$ cat src/rtl/tx_mrg_pkg.sv
// Package: shared types for the transmit margining segment controller.
// Assumes three segments per tap in the fixed order data, offset, common mode.
package tx_mrg_pkg;

    typedef enum logic [1:0] {
        MODE_NORMAL = 2'b00,
        MODE_WR_MRG = 2'b01,
        MODE_RD_MRG = 2'b10,
        MODE_RSVD   = 2'b11
    } mrg_mode_e;

    localparam int SEG_PER_TAP = 3;
    localparam int SEG_DATA    = 0;
    localparam int SEG_OFFS    = 1;
    localparam int SEG_CM      = 2;

endpackage

$ cat src/rtl/tx_mrg_cfg_reg.sv
// Module: committed-setting register.
// Captures mode, sign, magnitude and ratio on the commit strobe. A commit
// carrying the reserved mode is discarded completely. Assumes commit is
// synchronous to clk.
module tx_mrg_cfg_reg
    import tx_mrg_pkg::*;
#(
    parameter int CODE_W = 6
) (
    input  logic              clk,
    input  logic              rst_n,
    input  logic              commit,
    input  logic [1:0]        mode_in,
    input  logic              sign_in,
    input  logic [CODE_W-1:0] mag_in,
    input  logic              ratio_in,
    output mrg_mode_e         mode_q,
    output logic              sign_q,
    output logic [CODE_W-1:0] mag_q,
    output logic              ratio_q
);

    logic take;

    // Accept a commit only with a legal mode.
    always_comb begin
        take = commit && (mode_in != MODE_RSVD);
    end

    // Hold the committed setting, reset to normal mode with no offset.
    always_ff @(posedge clk) begin
        if (!rst_n) begin
            mode_q  <= MODE_NORMAL;
            sign_q  <= 1'b0;
            mag_q   <= '0;
            ratio_q <= 1'b0;
        end else if (take) begin
            mode_q  <= mrg_mode_e'(mode_in);
            sign_q  <= sign_in;
            mag_q   <= mag_in;
            ratio_q <= ratio_in;
        end
    end

endmodule

$ cat src/rtl/tx_mrg_code_calc.sv
// Module: tail-code calculator.
// Clamps the offset magnitude to the half-current full scale and derives
// the common-mode code so the pair sums to a constant. In read margining
// with the ratio select set, both are scaled by 2/3 rounding toward zero.
// Assumes HALF_FS fits in CODE_W bits.
module tx_mrg_code_calc
    import tx_mrg_pkg::*;
#(
    parameter int CODE_W  = 6,
    parameter int HALF_FS = 32
) (
    input  mrg_mode_e         mode,
    input  logic [CODE_W-1:0] mag,
    input  logic              ratio,
    output logic [CODE_W-1:0] data_code,
    output logic [CODE_W-1:0] off_code,
    output logic [CODE_W-1:0] cm_code
);

    localparam logic [CODE_W-1:0] HALF_C  = CODE_W'(HALF_FS);
    localparam logic [CODE_W-1:0] HALF_SC = CODE_W'((HALF_FS * 2) / 3);
    localparam int                WIDE_W  = CODE_W + 2;

    logic [CODE_W-1:0] clamped;
    logic [WIDE_W-1:0] doubled;
    logic [CODE_W-1:0] scaled;
    logic              use_scale;

    // Limit the requested magnitude to the segment full scale.
    always_comb begin
        clamped = (mag > HALF_C) ? HALF_C : mag;
    end

    // Two-thirds of the clamped value, fraction dropped.
    always_comb begin
        doubled = {1'b0, clamped, 1'b0};
        scaled  = CODE_W'(doubled / WIDE_W'(3));
    end

    // Choose codes from the committed mode.
    always_comb begin
        use_scale = (mode == MODE_RD_MRG) && ratio;
        data_code = (mode == MODE_RD_MRG) ? '0 : HALF_C;
        if (use_scale) begin
            off_code = scaled;
            cm_code  = HALF_SC - scaled;
        end else begin
            off_code = clamped;
            cm_code  = HALF_C - clamped;
        end
    end

endmodule

$ cat src/rtl/tx_mrg_tap_drv.sv
// Module: per-tap segment router.
// Maps the committed mode and sign to data-enable and forced-input bits of
// the three segments of one tap, and passes the tail codes through.
// Assumes segment order data, offset, common mode in the 3-bit vectors.
module tx_mrg_tap_drv
    import tx_mrg_pkg::*;
#(
    parameter int CODE_W = 6
) (
    input  mrg_mode_e                mode,
    input  logic                     sign,
    input  logic [CODE_W-1:0]        data_code_in,
    input  logic [CODE_W-1:0]        off_code_in,
    input  logic [CODE_W-1:0]        cm_code_in,
    output logic [SEG_PER_TAP-1:0]   data_en,
    output logic [SEG_PER_TAP-1:0]   force_p,
    output logic [SEG_PER_TAP-1:0]   force_n,
    output logic [CODE_W-1:0]        data_code,
    output logic [CODE_W-1:0]        off_code,
    output logic [CODE_W-1:0]        cm_code
);

    // Route each segment according to mode.
    always_comb begin
        data_en = '0;
        force_p = '0;
        force_n = '0;
        unique case (mode)
            MODE_NORMAL: begin
                data_en = '1;
            end
            MODE_WR_MRG: begin
                data_en[SEG_DATA] = 1'b1;
                force_p[SEG_OFFS] = ~sign;
                force_n[SEG_OFFS] = sign;
                force_p[SEG_CM]   = 1'b1;
                force_n[SEG_CM]   = 1'b1;
            end
            MODE_RD_MRG: begin
                force_p[SEG_OFFS] = ~sign;
                force_n[SEG_OFFS] = sign;
                force_p[SEG_CM]   = 1'b1;
                force_n[SEG_CM]   = 1'b1;
            end
            default: begin
                data_en = '1;
            end
        endcase
    end

    // Pass the tail codes to this tap.
    always_comb begin
        data_code = data_code_in;
        off_code  = off_code_in;
        cm_code   = cm_code_in;
    end

endmodule

$ cat src/rtl/tx_margin_seg_ctrl.sv
// Module: top of the transmit margining segment controller.
// Holds the committed setting, derives tail codes once, and fans them out
// to NUM_TAPS identical tap routers. Outputs come from registered state
// through combinational logic only, so they change only at a commit edge.
module tx_margin_seg_ctrl
    import tx_mrg_pkg::*;
#(
    parameter int NUM_TAPS = 5,
    parameter int CODE_W   = 6,
    parameter int HALF_FS  = 32
) (
    input  logic                                clk,
    input  logic                                rst_n,
    input  logic                                commit,
    input  logic [1:0]                          mode,
    input  logic                                off_sign,
    input  logic [CODE_W-1:0]                   off_mag,
    input  logic                                ratio_sel,
    output logic [SEG_PER_TAP*NUM_TAPS-1:0]     seg_data_en,
    output logic [SEG_PER_TAP*NUM_TAPS-1:0]     seg_force_p,
    output logic [SEG_PER_TAP*NUM_TAPS-1:0]     seg_force_n,
    output logic [CODE_W*NUM_TAPS-1:0]          tap_data_code,
    output logic [CODE_W*NUM_TAPS-1:0]          tap_off_code,
    output logic [CODE_W*NUM_TAPS-1:0]          tap_cm_code
);

    mrg_mode_e         mode_q;
    logic              sign_q;
    logic [CODE_W-1:0] mag_q;
    logic              ratio_q;
    logic [CODE_W-1:0] data_c;
    logic [CODE_W-1:0] off_c;
    logic [CODE_W-1:0] cm_c;

    tx_mrg_cfg_reg #(.CODE_W(CODE_W)) u_cfg (
        .clk      (clk),
        .rst_n    (rst_n),
        .commit   (commit),
        .mode_in  (mode),
        .sign_in  (off_sign),
        .mag_in   (off_mag),
        .ratio_in (ratio_sel),
        .mode_q   (mode_q),
        .sign_q   (sign_q),
        .mag_q    (mag_q),
        .ratio_q  (ratio_q)
    );

    tx_mrg_code_calc #(.CODE_W(CODE_W), .HALF_FS(HALF_FS)) u_calc (
        .mode      (mode_q),
        .mag       (mag_q),
        .ratio     (ratio_q),
        .data_code (data_c),
        .off_code  (off_c),
        .cm_code   (cm_c)
    );

    for (genvar t = 0; t < NUM_TAPS; t++) begin : g_tap
        tx_mrg_tap_drv #(.CODE_W(CODE_W)) u_tap (
            .mode         (mode_q),
            .sign         (sign_q),
            .data_code_in (data_c),
            .off_code_in  (off_c),
            .cm_code_in   (cm_c),
            .data_en      (seg_data_en[t*SEG_PER_TAP +: SEG_PER_TAP]),
            .force_p      (seg_force_p[t*SEG_PER_TAP +: SEG_PER_TAP]),
            .force_n      (seg_force_n[t*SEG_PER_TAP +: SEG_PER_TAP]),
            .data_code    (tap_data_code[t*CODE_W +: CODE_W]),
            .off_code     (tap_off_code[t*CODE_W +: CODE_W]),
            .cm_code      (tap_cm_code[t*CODE_W +: CODE_W])
        );
    end

endmodule

$ cat config.mk
export PLATFORM = sky130hd
export DESIGN_NAME = tx_margin_seg_ctrl
export DESIGN_NICKNAME = d
export VERILOG_FILES = /design/src/rtl/tx_mrg_pkg.sv /design/src/rtl/tx_mrg_cfg_reg.sv /design/src/rtl/tx_mrg_code_calc.sv /design/src/rtl/tx_mrg_tap_drv.sv /design/src/rtl/tx_margin_seg_ctrl.sv
export SDC_FILE = /design/constraint.sdc
export NUM_CORES = 1
export LEC_CHECK = 0
export ABC_CLOCK_PERIOD_IN_PS = 6400
export BUFFER_PORTS_ARGS = -buffer_cell sky130_fd_sc_hd__buf_2
export CORE_MARGIN = 2
export CORE_UTILIZATION = 42
export CTS_CLUSTER_DIAMETER = 40
export DETAILED_ROUTE_END_ITERATION = 6
export PLACE_DENSITY = 0.82
export SYNTH_ARGS = -nofsm -noshare
export SYNTH_HDL_FRONTEND = slang
export SYNTH_SLANG_ARGS = --single-unit
$ cat constraint.sdc
create_clock -name clk -period 6.4 [get_ports clk]
set_input_delay 1.28 -clock clk [delete_from_list [all_inputs] [get_ports clk]]
set_output_delay 1.28 -clock clk [all_outputs]
set_load 0.05 [all_outputs]
==> impl_metrics.toml, run 1 <==
[run_status]
outcome = "completed"

[pwr]
vdd.ir_drop.worst_mv = 0.187
total_power_mw = 0.568
leakage_nw = 1.11
pwr_density_cell_nw_per_um2 = 282

[setup_path]
crit_path_end = "tap_cm_code[2]"
cp-start-kind = "register"
reg2reg_from = "u_cfg.mag_q[3]"
cp_common_cell = "ha_1"
cp-end-kind = "output port"
crit_chain = "nor2b_2 -> inv_1 -> ha_1 -> nor4bb_2 -> a2111oi_2 -> nand2_1 -> nor3_1 -> a21o_1 -> ha_1 -> a2111oi_0 -> a2bb2oi_1 -> and4b_1 -> inv_2 -> ha_1 -> a21oi_1 -> buf_2"
path_max_fanout = 17
reg2reg_to = "u_cfg.mag_q[3]"
reg2reg_depth = 2
worstSetupPathType = "reg2out"
cp_slowest_cell = "dfxtp_2"
slowest_delay_ns = 0.48
crit_required_ns = 5.12
rrSetupSlack_ns = 5.36
worstPathArrival_ns = 4.56
startpoint = "u_cfg.mag_q[1]"

[floorplanning]
die_h_um = 74.7
die_w_um = 74.7
die-area_sq_um = 5580
placementRows = 25
start_util_pct = 43.9
num_io_pins = 148
core-area_sq_um = 4790

[drt]
wl_um = 4030
drt_pre_antenna_iters = 4
wl_per_cell_um = 10.5
drt_iter0_markers = 121
drc = 0
avgViaCountPerCell = 4.48
ant_nets = 0
vias = 1719

[cts]
cts_buffer_depth = 2
htree_levels = 1
cts_tree = "built"
ctsResizeCount = 0
cts_root_buf = "clkbuf_8"
cts_sinks = 10
clk_latency_ns = 0.24
numCtsBuffers = 3
hold_buffers = 0
cts_setup_buffers = 0
cts.clk_slew.worst_paths_ns = 0.05

[yosys]
synth_edf_count = 0
ys_seq_area_share_pct = 9.53
syn_area_sq_um = 2100
synth_cell_type_count = 57
yosys-top-cells-area = "buf_4 43%, dfxtp_1 9.5%, nand2_1 4.6%"
synth_top_area_share_pct = 42.5
syn_area_per_cell_sq_um = 7.10
ys_ff_latch = 10
synthMostInstantiatedCell = "buf_4"
async_reset_ff_share_pct = 0
synth_common_cells = "119 x buf_4, 26 x nand2_1, 16 x nor2_1"
yosys.area.top_type = "buf_4"
synth_ff_type = "dfxtp_1"
yosysWarnings = 0
syn_inst = 296

[timing]
layout_setup_ws_ns = 0.564
slew_headroom_pct = 58.1
finalSetupViolCount = 0
drv_slew = 0
tns_ns = 0
post-route-period-util_pct = 91.2
fmaxAchievable_mhz = 171
hold_violations = 0
rsz0062_at_grt = "no"
period_needed_ns = 5.84
worstMarginPinSlew_ns = 0.628
fin_skew_ns = 0

[finish]
multi_input_area_sq_um = 1070
final-seq-area_sq_um = 203
areaGrowthSynthToFinish_pct = -4.11
nNetsFinal = 338
drive_gt1_share_pct = 41.0
fin_area_sq_um = 2010
nFillCells = 538
diodes = 0

[placement]
preCtsSetupSlack_ns = 0.551
place_area_sq_um = 1950
dp.final_hpwl_um = 3320
gp_congestion = 0.937
portBuffers = 112

[worst_hold_path]
hold_depth = 2
hp-class = "reg2reg"

[job]
drv_cap = 0

[grt]
antenna_found_initial = 0
first_global_vias = 1254
grt_max_degree = 22
grt_first_pass_wirelength_um = 5780
overflow = 0
grt_usage_pct = 12.9
kinds of logic after synthesis:
family                   count (synthesis)  synth area share [%]
adder cells (fa/ha/maj)                  7                  4.17
AO/OA/AOI/OAI                           53                  17.4
flip-flops                              10                  9.53
multiplexers                             1                 0.476
XOR/XNOR                                 3                  1.25
buffers and inverters                  140                  46.8
AND/OR/NAND/NOR                         81                  20.2
other                                    1                 0.179
critical path: cells and delay by family (launching register included):
kind,cells,cell delay [ns]
buffers and inverters,3,0.51
and+or+nand+nor,5,1.43
adders and majority gates,3,0.80
DFF,1,0.48
AOI/OAI and AO/OA,5,1.09
flip-flops by register name, summed over array words and instances (netlist names):
signal         flops
u_cfg.mag_q        6
u_cfg.sign_q       1
u_cfg.ratio_q      1
u_cfg.mode_q       2
cells in the final DEF, fill, tap and decap left out, drive strengths merged, types with 2 or more instances in the layout:
master	count
o311ai	2
xnor2	3
nor4bb	2
inv	10
a21oi	14
nand2b	5
ha	7
a2111oi	2
nand2	26
nand4	2
buf	112
o21ai	12
o32a	2
o211ai	3
a211oi	2
nor2b	7
and2	3
clkbuf	4
nand3	4
conb	35
o32ai	2
a21boi	2
nor2	16
dfxtp	10
nor3	6
and3b	2
and3	2
routing by layer:
| layer | GRT usage [%] | routed length [um] | up-vias |
|---|---|---|---|
| met2 | 20.4 | 1950 | 83 |
| met5 | 0 | 0 | - |
| met1 | 18.3 | 1750 | 751 |
| met4 | 5.36 | 53 | 0 |
| met3 | 0.803 | 273 | 4 |
| li1 | - | - | 881 |
power by group:
group          total [mW]  leakage [nW]  switching, mW  internal (mW)
Combinational       0.413          1.00          0.339         0.0746
Sequential         0.0754        0.0829        0.00920         0.0662
Clock              0.0794        0.0288         0.0253         0.0541
Total               0.568          1.11          0.373          0.195
worst min-delay path by stage:
stage / start / to / slack (ns)
6_report: u_cfg.ratio_q / u_cfg.ratio_q / 0.46
5_1_grt: u_cfg.ratio_q / u_cfg.ratio_q / 0.50
4_1_cts: u_cfg.ratio_q / u_cfg.ratio_q / 0.47
3_5_place_dp: u_cfg.ratio_q / u_cfg.ratio_q / 0.47
3_3_place_gp: u_cfg.ratio_q / u_cfg.ratio_q / 0.46
2_1_floorplan: u_cfg.ratio_q / u_cfg.ratio_q / 0.44
metrics by stage:
stage / hold slack, ns / util [%] / instances
5_1_grt: 0.498 / 42.1 / 384
4_1_cts: 0.475 / 41.8 / 384
2_1_floorplan: 0.445 / - / 330
3_3_place_gp: 0.456 / 40.7 / 380
3_5_place_dp: 0.467 / 40.7 / 380
6_report: 0.465 / 42.1 / 384
final cells by class:
cell class | count | share of cell area [%]
Inverter | 11 | 2.05
Clock buffer | 4 | 2.73
Timing Repair Buffer | 112 | 27.8
Tap cell | 67 | 4.16
Sequential cell | 10 | 10.1
Multi-Input combinational cell | 180 | 53.2
No activity file was read; power rests on OpenSTA's default activity.
==> run 2: changes to the inputs <==
--- a/config.mk
+++ b/config.mk
@@ -5,13 +5,13 @@
 export SDC_FILE = /design/constraint.sdc
 export NUM_CORES = 1
 export LEC_CHECK = 0
-export ABC_CLOCK_PERIOD_IN_PS = 6400
+export ABC_CLOCK_PERIOD_IN_PS = 5330
 export BUFFER_PORTS_ARGS = -buffer_cell sky130_fd_sc_hd__buf_2
 export CORE_MARGIN = 2
-export CORE_UTILIZATION = 42
+export CORE_UTILIZATION = 38
 export CTS_CLUSTER_DIAMETER = 40
 export DETAILED_ROUTE_END_ITERATION = 6
-export PLACE_DENSITY = 0.82
+export PLACE_DENSITY = 0.76
 export SYNTH_ARGS = -nofsm -noshare
 export SYNTH_HDL_FRONTEND = slang
 export SYNTH_SLANG_ARGS = --single-unit
==> constraint.sdc (replaced) <==
create_clock -name clk -period 5.33 [get_ports clk]
set_input_delay 1.066 -clock clk [delete_from_list [all_inputs] [get_ports clk]]
set_output_delay 1.066 -clock clk [all_outputs]
set_load 0.05 [all_outputs]
==> run 2 against run 1 <==
Flip-flop and latch count stayed put. Sequential share of layout area down 0.76 points. First-iteration DRC count grew 48%. Highest routed layer unchanged.
==> impl_metrics.toml, run 2 (same netlist as run 1, synthesis figures left out) <==
[pwr]
comb_power_share_pct = 76.6
clkPwrFrac_pct = 10.7
pwr_density_cell_nw_per_um2 = 320
seqPwrFrac_pct = 12.7
leakage_nw = 1.15
vdd.ir_drop.worst_mv = 0.167
p_int_mw = 0.241
p_sw_share_pct = 65.4
switching_power_mw = 0.456

[setup_path]
cp-end-kind = "output port"
reg2reg_depth = 2
cp-start-kind = "register"
crit_family = "compound AO/OA/AOI/OAI gates"
rrSetupSlack_ns = 4.26
worstPathArrival_ns = 4.00
cp_slowest_cell = "dfxtp_2"
crit_required_ns = 4.26
path_max_fanout = 7
slowest_delay_ns = 0.43
cp_common_cell = "o21ai_0"
startpoint = "u_cfg.mag_q[5]"
reg2reg_to = "u_cfg.mag_q[3]"
worstSetupPathType = "reg2out"
crit_buf_inv = 2
reg2reg_from = "u_cfg.mag_q[3]"
crit_chain = "nor2b_4 -> inv_1 -> ha_1 -> nor2b_1 -> o21ai_0 -> o21ai_0 -> nor3_1 -> a21o_1 -> ha_2 -> a2111oi_2 -> a2bb2oi_2 -> and4b_2 -> or3_1 -> a32oi_4 -> buf_6"

[floorplanning]
die_w_um = 78.4
placementRows = 27
die-area_sq_um = 6140
start_util_pct = 38.9
die_h_um = 78.4
num_io_pins = 148
core-area_sq_um = 5410

[finish]
top_regs = "u_cfg.mag_q x6, u_cfg.mode_q x2"
final_cell_mix = "102 x buf_2, 35 x conb_1, 26 x nand2_1"
areaGrowthSynthToFinish_pct = 3.69
nNetsFinal = 343
diodes = 0
layout_commonest_cell = "buf_2"
fin_area_sq_um = 2180
drive_gt1_share_pct = 44.5
largest_register_ffs = 6
largest-register = "u_cfg.mag_q"
nFillCells = 564

[drt]
vias = 1791
drt_pre_antenna_iters = 4
wl_per_cell_um = 10.7
avgViaCountPerCell = 4.56
drc = 0
wl_um = 4220
ant_nets = 0
drt_iter0_markers = 179

[timing]
rsz0062_at_grt = "no"
post-route-period-util_pct = 95.0
worstMarginPinSlew_ns = 0.658
finalSetupViolCount = 0
hold_violations = 0
slew_headroom_pct = 56.1
fin_skew_ns = 0
drv_slew = 0
period_needed_ns = 5.07
fmaxAchievable_mhz = 197
tns_ns = 0

[grt]
overflow = 0
first_global_vias = 1380
grt_usage_pct = 12.2
grt_max_degree = 22
antenna_found_initial = 0
grt_first_pass_wirelength_um = 6370

[worst_hold_path]
min-delay-start = "u_cfg.mode_q[0]"
hp-class = "reg2reg"
min_to = "u_cfg.mode_q[0]"
hold_depth = 2

[cts]
numCtsBuffers = 3
cts_tree = "built"
cts_sinks = 10
cts_buffer_depth = 2
htree_levels = 1
cts.clk_slew.worst_paths_ns = 0.04
cts_root_buf = "clkbuf_8"
clk_latency_ns = 0.23

[run_status]
outcome = "completed"

[placement]
place_area_sq_um = 2050
portBuffers = 112
dp.final_hpwl_um = 3350
gp_congestion = 0.969

[job]
drv_cap = 0
## run 2: changes by cell type in the layout (fill, tap and decap cells not counted), moves of 2 or more
cell      change
a21oi_1       -2
buf_2        -10
buf_4         +5
buf_6         +5
clkbuf_4      +5
o32ai_2       -2
o32ai_4       +2
## run 2: tightest hold or removal path: stages, from the launching register on
cell and delay, ns:
dfxtp_1 0.29, inv_1 0.06, a211oi_1 0.06
## run 2: how the worst max path moves through the flow
stage / end / slack (ns) / depth (start not counted)
after floorplan: tap_cm_code[15] / -0.04 / 19
after global placement: tap_cm_code[3] / 0.19 / 16
after detailed placement: tap_cm_code[3] / 0.08 / 16
after CTS: tap_cm_code[3] / -0.03 / 16
after global routing: tap_cm_code[22] / 0.03 / 15
final: tap_cm_code[10] / 0.26 / 15
## run 2: timing repair
item | in CTS | in global routing
setup endpoints to repair | 25 | 30
setup buffers | 0 | 1
hold buffers | 0 | 0
pin swaps | 0 | 3
resized for setup | 1 | 30
## run 2: layer usage
| layer | wire length [um] | track usage, % | up-vias |
|---|---|---|---|
| li1 | - | - | 887 |
| met1 | 1750 | 16.3 | 787 |
| met2 | 2070 | 21.3 | 112 |
| met3 | 384 | 0.690 | 5 |
| met4 | 27 | 3.33 | 0 |
| met5 | 0 | 0 | - |
## run 2: cell type report
cell class                 instances  area, sq um  area share, %
sequential                        10          203           9.30
tap                               72         90.1           4.14
inverter                          11         41.3           1.90
clock buffer                       3         41.3           1.90
timing repair buffer             117          642           29.5
multi-input combinational        180         1160           53.3
## run 2: metrics by stage
stage / setup slack, ns / util [%] / total power, mW / std cells / hold slack, ns
6_report: 0.265 / 40.3 / 0.697 / 393 / 0.468
5_1_grt: 0.0291 / 40.3 / 0.726 / 393 / 0.488
4_1_cts: -0.0283 / 38.7 / 0.679 / 392 / 0.468
3_5_place_dp: 0.0805 / 37.9 / 0.604 / 389 / 0.462
3_3_place_gp: 0.189 / 37.9 / 0.604 / 389 / 0.455
2_1_floorplan: -0.0387 / - / 0.622 / 330 / 0.445
## run 2: power by group through the flow
stage | Sequential (mW) | Combinational (mW) | Clock (mW)
global placement | 0.0891 | 0.515 | 0
detailed placement | 0.0890 | 0.515 | 0
finish | 0.0884 | 0.534 | 0.0747
floorplan | 0.0840 | 0.538 | 0
global route | 0.0897 | 0.557 | 0.0787
CTS | 0.0877 | 0.516 | 0.0754
==> run 3: changes to the inputs <==
--- a/config.mk
+++ b/config.mk
@@ -12,6 +12,7 @@
 export CTS_CLUSTER_DIAMETER = 40
 export DETAILED_ROUTE_END_ITERATION = 6
 export PLACE_DENSITY = 0.76
+export RECOVER_POWER = 100
 export SYNTH_ARGS = -nofsm -noshare
 export SYNTH_HDL_FRONTEND = slang
 export SYNTH_SLANG_ARGS = --single-unit
==> run 3 against run 2 <==
Power is 2.0% lower. Largest cell class unchanged. Global-route usage stayed put. Wire length is 0.57% higher. Largest power group unchanged. Flip-flop and latch count is the same. Via count about the same. Non-clock buffer count stayed put. Final area decreased by 4.7%. Fmax decreased by 0.20%.
==> impl_metrics.toml, run 3 (same netlist as run 1, synthesis figures left out) <==
[run_status]
outcome = "completed"

[floorplanning]
start_util_pct = 38.9
num_io_pins = 148
placementRows = 27
core-area_sq_um = 5410
die_w_um = 78.4
die_h_um = 78.4
die-area_sq_um = 6140

[drt]
drt_iter0_markers = 144
wl_um = 4250
drc = 0
vias = 1790
wl_per_cell_um = 10.8
ant_nets = 0
drt_pre_antenna_iters = 4
avgViaCountPerCell = 4.55

[cts]
cts_tree = "built"
hold_buffers = 0
cts_root_buf = "clkbuf_8"
cts_buffer_depth = 2
clk_latency_ns = 0.23
cts.clk_slew.worst_paths_ns = 0.04
cts_sinks = 10
htree_levels = 1
numCtsBuffers = 3

[timing]
drv_slew = 0
layout_setup_ws_ns = 0.255
hold_violations = 0
tns_ns = 0
post-route-period-util_pct = 95.2
fin_skew_ns = 0
rsz0062_at_grt = "no"
period_needed_ns = 5.08
slew_headroom_pct = 49.9
worstMarginPinSlew_ns = 0.751
finalSetupViolCount = 0
fmaxAchievable_mhz = 197

[pwr]
p_sw_share_pct = 67.0
pwr_density_cell_nw_per_um2 = 329
switching_power_mw = 0.458
p_int_mw = 0.226
seqPwrFrac_pct = 12.9
vdd.ir_drop.worst_mv = 0.168
comb_power_share_pct = 76.1
clkPwrFrac_pct = 11.0
leakage_nw = 0.914

[placement]
place_area_sq_um = 2050
gp_congestion = 0.969
dp.final_hpwl_um = 3350
preCtsSetupSlack_ns = 0.0805
portBuffers = 112

[grt]
first_global_vias = 1380
grt_first_pass_wirelength_um = 6370
antenna_found_initial = 0
grt_max_degree = 22
grt_usage_pct = 12.2
overflow = 0

[job]
drv_cap = 0

[finish]
fin_area_sq_um = 2080
final_cell_mix = "71 x clkbuf_1, 35 x conb_1, 26 x nand2_1"
top_regs = "u_cfg.mag_q x6, u_cfg.mode_q x2"
diodes = 0
drive_gt1_share_pct = 22.4
layout_commonest_cell = "clkbuf_1"
areaGrowthSynthToFinish_pct = -1.13
largest-register = "u_cfg.mag_q"
nNetsFinal = 343
largest_register_ffs = 6
fin_util_pct = 38.4

[setup_path]
cp_common_cell = "ha_1"
worstPathArrival_ns = 4.01
worstSetupPathType = "reg2out"
crit_family = "compound AO/OA/AOI/OAI gates"
path_max_fanout = 7
cp-end-kind = "output port"
rrSetupSlack_ns = 4.27
slowest_delay_ns = 0.43
crit_buf_inv = 3
cp-start-kind = "register"
crit_required_ns = 4.26
cp_slowest_cell = "dfxtp_2"
crit_chain = "nor2b_4 -> inv_1 -> ha_1 -> nand2b_1 -> a21oi_2 -> o21ai_0 -> nor3_1 -> a21o_1 -> ha_2 -> a2111oi_2 -> a2bb2oi_2 -> and4b_2 -> inv_2 -> ha_1 -> xnor2_1 -> o21ai_4 -> clkbuf_2"

[worst_hold_path]
hp-class = "reg2reg"
==> run 3: per-layer routing <==
metal  track usage, %  wire (um)  up-vias
met5                0          0        -
met4             3.33          9        0
met3            0.690        414        2
met2             21.3       2090      113
met1             16.3       1740      787
li1                 -          -      888
==> run 3: cell type report <==
| class | instances | area [sq um] |
|---|---|---|
| fillers | 614 | 3330 |
| well taps | 72 | 90.1 |
| flip-flops and latches | 10 | 203 |
| inverters | 11 | 41.3 |
| multi-input cells | 180 | 1160 |
| clock buffers | 3 | 41.3 |
| repair buffers | 117 | 541 |
==> run 3: per-stage QoR <==
| step | instances | hold slack (ns) | power (mW) |
|---|---|---|---|
| 3_5_place_dp | 389 | 0.462 | 0.604 |
| 2_1_floorplan | 330 | 0.445 | 0.622 |
| 4_1_cts | 392 | 0.468 | 0.679 |
| 6_report | 393 | 0.468 | 0.683 |
| 5_1_grt | 393 | 0.489 | 0.712 |
| 3_3_place_gp | 389 | 0.455 | 0.604 |
==> run 3: path summary, 6_finish.rpt <==
path,end,startpoint,cells after the start
worst min register to register,u_cfg.ratio_q,u_cfg.ratio_q,2
worst max-delay path,tap_cm_code[27],u_cfg.mag_q[5],17
worst min-delay path,u_cfg.ratio_q,u_cfg.ratio_q,2
worst max register to register,u_cfg.mag_q[3],u_cfg.mag_q[3],2
==> run 3: power by group through the flow <==
stage | logic, mW | clock network (mW) | registers [mW]
after detailed placement | 0.515 | 0 | 0.0890
after global routing | 0.544 | 0.0787 | 0.0897
after CTS | 0.516 | 0.0754 | 0.0877
after floorplan | 0.538 | 0 | 0.0840
after global placement | 0.515 | 0 | 0.0891
final | 0.520 | 0.0749 | 0.0884
==> run 3: tightest hold or removal path, cell delays in order (launching register included) <==
cell and delay [ns]:
dfxtp_1 0.31, nand2_1 0.06, a21oi_1 0.05
==> run 3: timing repair <==
item,4_1_cts,5_1_grt
setup endpoints to repair,25,30
pin swaps,0,3
setup buffers,0,1
gates resized for setup,1,30
